--- src/rtl/mash_pkg.sv ---
`timescale 1ns/1ps
package mash_pkg;
  // Number of cascaded accumulators in the widest configuration.
  localparam int MAX_STAGES = 3;
  // Output width: enough for the range -3..+4 of the third-order network.
  localparam int OUT_W = 4;

  // Strobes handed from the control to the datapath each cycle.
  typedef struct packed {
    logic                  clear;    // synchronous reset of every register
    logic                  seed;     // load seed into stage 1, clear the rest
    logic                  step;     // advance one sample
    logic [MAX_STAGES-1:0] stageOn;  // accumulators taking part in this order
  } mashCtrl_t;
endpackage

--- src/rtl/mash_ctrl.sv ---
`timescale 1ns/1ps
module mash_ctrl
  import mash_pkg::*;
(
  input  logic      rst,
  input  logic      loadStrobe,
  input  logic      sampleEn,
  input  logic [1:0] orderSel,
  output mashCtrl_t ctrl
);
  logic [MAX_STAGES-1:0] orderMask;

  // Order decode: 1 -> one stage, 2 -> two stages, 3 or 0 -> all three.
  always_comb begin
    case (orderSel)
      2'd1:    orderMask = 3'b001;
      2'd2:    orderMask = 3'b011;
      default: orderMask = 3'b111;
    endcase
  end

  // Priority: reset, then seed load, then sample advance.
  always_comb begin
    ctrl.clear   = rst;
    ctrl.seed    = !rst && loadStrobe;
    ctrl.step    = !rst && !loadStrobe && sampleEn;
    ctrl.stageOn = orderMask;
  end
endmodule

--- src/rtl/mash_accum.sv ---
`timescale 1ns/1ps
module mash_accum #(
  parameter int WORD_W = 16
) (
  input  logic              clk,
  input  logic              init,
  input  logic [WORD_W-1:0] initVal,
  input  logic              step,
  input  logic              active,
  input  logic [WORD_W-1:0] addend,
  output logic              carry,
  output logic [WORD_W-1:0] residue
);
  logic [WORD_W-1:0] state;
  logic [WORD_W:0]   total;

  // One extra bit holds the overflow that becomes the quantiser output.
  assign total   = {1'b0, addend} + {1'b0, state};
  assign carry   = active & total[WORD_W];
  assign residue = total[WORD_W-1:0];

  always_ff @(posedge clk) begin
    if (init) begin
      state <= initVal;
    end else if (step) begin
      state <= active ? residue : '0;
    end
  end
endmodule

--- src/rtl/mash_datapath.sv ---
`timescale 1ns/1ps
module mash_datapath
  import mash_pkg::*;
#(
  parameter int WORD_W = 16
) (
  input  logic                    clk,
  input  mashCtrl_t               ctrl,
  input  logic [WORD_W-1:0]       fracWord,
  input  logic [WORD_W-1:0]       seedWord,
  output logic signed [OUT_W-1:0] yOut
);
  logic [WORD_W-1:0]     stageFeed [MAX_STAGES];
  logic [WORD_W-1:0]     stageRes  [MAX_STAGES];
  logic [MAX_STAGES-1:0] stageCarry;

  // Accumulator chain: each stage after the first adds the residue the
  // previous stage forms in the same cycle.
  genvar k;
  generate
    for (k = 0; k < MAX_STAGES; k++) begin : g_stage
      logic [WORD_W-1:0] startVal;
      if (k == 0) begin : g_head
        assign stageFeed[k] = fracWord;
        assign startVal     = ctrl.seed ? seedWord : '0;
      end else begin : g_tail
        assign stageFeed[k] = stageRes[k-1];
        assign startVal     = '0;
      end
      mash_accum #(.WORD_W(WORD_W)) u_acc (
        .clk     (clk),
        .init    (ctrl.clear | ctrl.seed),
        .initVal (startVal),
        .step    (ctrl.step),
        .active  (ctrl.stageOn[k]),
        .addend  (stageFeed[k]),
        .carry   (stageCarry[k]),
        .residue (stageRes[k])
      );
    end
  endgenerate

  // Differentiator delay terms of the cancellation network.
  logic c2Dly, c3Dly, c3Dly2;
  logic signed [OUT_W-1:0] yNext;

  always_comb begin
    yNext = OUT_W'(stageCarry[0])
          + OUT_W'(stageCarry[1])
          - OUT_W'(c2Dly & ctrl.stageOn[1])
          + OUT_W'(stageCarry[2])
          - OUT_W'({c3Dly & ctrl.stageOn[2], 1'b0})
          + OUT_W'(c3Dly2 & ctrl.stageOn[2]);
  end

  always_ff @(posedge clk) begin
    if (ctrl.clear || ctrl.seed) begin
      c2Dly  <= 1'b0;
      c3Dly  <= 1'b0;
      c3Dly2 <= 1'b0;
      yOut   <= '0;
    end else if (ctrl.step) begin
      c2Dly  <= stageCarry[1];
      c3Dly  <= stageCarry[2];
      c3Dly2 <= c3Dly;
      yOut   <= yNext;
    end
  end
endmodule

--- src/rtl/mash_modulator.sv ---
`timescale 1ns/1ps
module mash_modulator
  import mash_pkg::*;
#(
  parameter int WORD_W = 16
) (
  input  logic                    clk,
  input  logic                    rst,
  input  logic [1:0]              orderSel,
  input  logic [WORD_W-1:0]       fracWord,
  input  logic [WORD_W-1:0]       seedWord,
  input  logic                    loadStrobe,
  input  logic                    sampleEn,
  output logic signed [OUT_W-1:0] yOut
);
  mashCtrl_t ctrl;

  mash_ctrl u_ctrl (
    .rst        (rst),
    .loadStrobe (loadStrobe),
    .sampleEn   (sampleEn),
    .orderSel   (orderSel),
    .ctrl       (ctrl)
  );

  mash_datapath #(.WORD_W(WORD_W)) u_dp (
    .clk      (clk),
    .ctrl     (ctrl),
    .fracWord (fracWord),
    .seedWord (seedWord),
    .yOut     (yOut)
  );
endmodule

--- config.mk ---
export PLATFORM = sky130hd
export DESIGN_NAME = mash_modulator
export DESIGN_NICKNAME = d
export VERILOG_FILES = /design/src/rtl/mash_pkg.sv /design/src/rtl/mash_ctrl.sv /design/src/rtl/mash_accum.sv /design/src/rtl/mash_datapath.sv /design/src/rtl/mash_modulator.sv
export SDC_FILE = /design/constraint.sdc
export NUM_CORES = 1
export LEC_CHECK = 0
export BUFFER_PORTS_ARGS = -buffer_cell sky130_fd_sc_hd__buf_2
export CAP_MARGIN = 30
export CORE_MARGIN = 2
export CORE_UTILIZATION = 66
export DETAILED_ROUTE_END_ITERATION = 6
export GPL_TIMING_DRIVEN = 0
export PLACE_DENSITY = 0.87
export SLEW_MARGIN = 30
export SYNTH_ARGS = -nofsm -noshare
export SYNTH_HDL_FRONTEND = slang
export SYNTH_HIERARCHICAL = 1
export SYNTH_SLANG_ARGS = --single-unit
--- constraint.sdc ---
create_clock -name clk -period 12.7 [get_ports clk]
set_clock_uncertainty 0.05 [all_clocks]
set_input_delay 0.635 -clock clk [delete_from_list [all_inputs] [get_ports clk]]
set_output_delay 0.635 -clock clk [all_outputs]
set_load 0.02 [all_outputs]
==> impl_metrics.env <==
export IMPL_slowest_stage="fa_1"
export IMPL_hp_class="flip-flop to flip-flop"
export IMPL_core_um2=7650
export IMPL_instances_no_fill=708
export IMPL_ios=42
export IMPL_r2r_start="u_dp/g_stage[0].u_acc/state[0]"
export IMPL_max_stage_delay_ns=0.47
export IMPL_first_iter_violations=235
export IMPL_num_rows=32
export IMPL_syn2layout_area_growth_pct=10.5
export IMPL_final_common_cell="ha_1"
export IMPL_swShare_pct=49.0
export IMPL_ir_drop_uv=294
export IMPL_path_clk_slew_ns=0.11
export IMPL_wire_per_inst_um=16.9
export IMPL_critical_path_required_ns=12.90
export IMPL_port_buffers=41
export IMPL_worstSetupEndpointType="flip-flop"
export IMPL_ys_warn_count=6
export IMPL_grt_pass1_vias=4412
export IMPL_cts_buffers=5
export IMPL_postCtsSetupRepairBufs=0
export IMPL_diodes=0
export IMPL_final_area_um2=5670
export IMPL_dr_pass1_iters=7
export IMPL_htree_levels=2
export IMPL_clk_latency_ns=0.32
export IMPL_netlist_instances=526
export IMPL_min_delay_start="u_dp/c3Dly2"
export IMPL_finalCriticalPeriod_ns=6.10
export IMPL_power_per_cell_area_nw_per_um2=253
export IMPL_globalplace_congestion=0.891
export IMPL_critPathTopFamily="compound AO/OA/AOI/OAI gates"
export IMPL_placed_area_um2=5580
export IMPL_crit_path_frequent_cell="ha_1"
export IMPL_vias_per_cell=6.17
export IMPL_vias=4366
export IMPL_drive_above_1_share_pct=17.0
export IMPL_worstPathArrival_ns=6.29
export IMPL_dp_hpwl_um=9430
export IMPL_syn_avg_cell_area_um2=9.76
export IMPL_r2r_slack_ns=6.64
export IMPL_fillCellCount=556
export IMPL_die_x_um=92.2
export IMPL_clock_tree_root_cell="clkbuf_8"
export IMPL_grt_use_total_pct=28.7
export IMPL_final_antenna_net_count=0
export IMPL_power_internal_mw=0.733
export IMPL_path_max_fanout=7
export IMPL_status="complete, no violations"
export IMPL_fin_nets=703
export IMPL_layout_common_cells="55 x ha_1, 48 x edfxtp_1, 44 x buf_2"
export IMPL_hold_buffers=0
export IMPL_cts_tree="built"
export IMPL_max_freq_ghz=0.164
export IMPL_worstSetupPathType="input port to flip-flop"
export IMPL_dp_cells=700
export IMPL_tightest_slew_ns=0.521
export IMPL_start_util_pct=67.1
export IMPL_synth_area_um2=5130
export IMPL_power_frac_seq_pct=18.1
export IMPL_finalHoldViolations=0
export IMPL_rsz0062_at_grt="false"
export IMPL_critPathLaunch="fracWord[0]"
export IMPL_finalMaxSlewViolations=0
export IMPL_leakagePower_nw=2.59
export IMPL_start_kind="input port"
export IMPL_relSlewSlack_pct=65.2
export IMPL_cts_resized=0
export IMPL_cts_sinks=55
export IMPL_clockBufferDepth=2
export IMPL_finalSetupViolCount=0
export IMPL_tns_ns=0
export IMPL_die_y_um=92.2
export IMPL_routed_wl_um=12000
export IMPL_dieArea_um2=8500
export IMPL_maxCapViolCount=0
export IMPL_grt_max_degree=18
export IMPL_grt_ovfl_total=0
export IMPL_cp_buffers_inverters=3
export IMPL_finalCritPeriodShare_pct=48.0
export IMPL_drc_errors=0
export IMPL_pwr_share_comb_pct=74.9
export IMPL_antenna_found_initial=0
export IMPL_grt_pass1_wl_um=19800
export IMPL_p_switching_mw=0.704
export IMPL_clockPowerShare_pct=7.0
## power by group through the flow
stage	clock (mW)	combinational, mW	sequential (mW)
after floorplan	0	0.850	0.261
after CTS	0.102	1.06	0.261
after detailed placement	0	1.05	0.265
after global routing	0.108	1.18	0.264
final	0.100	1.08	0.261
after global placement	0	1.00	0.264
## state kept, by name, summed over array words and instances, names as in the netlist
register,count
u_dp/yOut,4
u_dp/c3Dly2,1
u_dp/g_stage.u_acc/state,48
u_dp/c3Dly,1
u_dp/c2Dly,1
## stage by stage
stage	hold slack (ns)	total power, mW	util [%]	setup slack (ns)
finish	0.454	1.44	74.1	6.60
global route	0.489	1.55	74.1	6.28
CTS	0.457	1.42	74.1	6.66
detailed placement	0.433	1.31	73.0	6.35
global placement	0.417	1.27	73.0	6.47
floorplan	0.402	1.11	-	7.16
## final timing paths
check | end | cells after the start
max reg2reg | u_dp/yOut[2] | 24
max | u_dp/yOut[2] | 25
min reg2reg | u_dp/c3Dly2 | 2
min | u_dp/c3Dly2 | 2
## metal layers
layer  vias up  track usage, %  wire [µm]
met5         -               0          0
met4         0            7.59        214
met3        22            3.53        523
met2       155            55.8       6180
met1      2071            32.9       5040
li1       2118               -          -
## cell type report
class                   count  area (µm²)  area share (%)
well taps                 102         128            2.25
plain buffers              23         149            2.63
multi-input cells         458        3440            60.7
repair buffers             41         205            3.62
inverters                  21        78.8            1.39
clock buffers               5        68.8            1.21
clock inverters             3        20.0           0.353
flip-flops and latches     55        1580            27.9
## worst register-to-register path: stages (launching register included)
cell      delay [ns]
edfxtp_1        0.38
ha_1            0.22
fa_1            0.44
a211oi_2        0.26
o21ai_1         0.21
and3_1          0.22
a211oi_1        0.28
xnor2_1         0.21
ha_1            0.36
a21oi_2         0.28
o211ai_1        0.14
a41o_1          0.24
a41o_1          0.21
xor2_1          0.17
ha_1            0.30
clkbuf_1        0.30
nand3_1         0.17
o21ai_0         0.19
a21oi_1         0.11
nor2_1          0.14
inv_1           0.08
fa_1            0.47
ha_1            0.23
xor2_1          0.15
o31ai_2         0.17
Note: power is estimated with default switching activity, not from simulation.
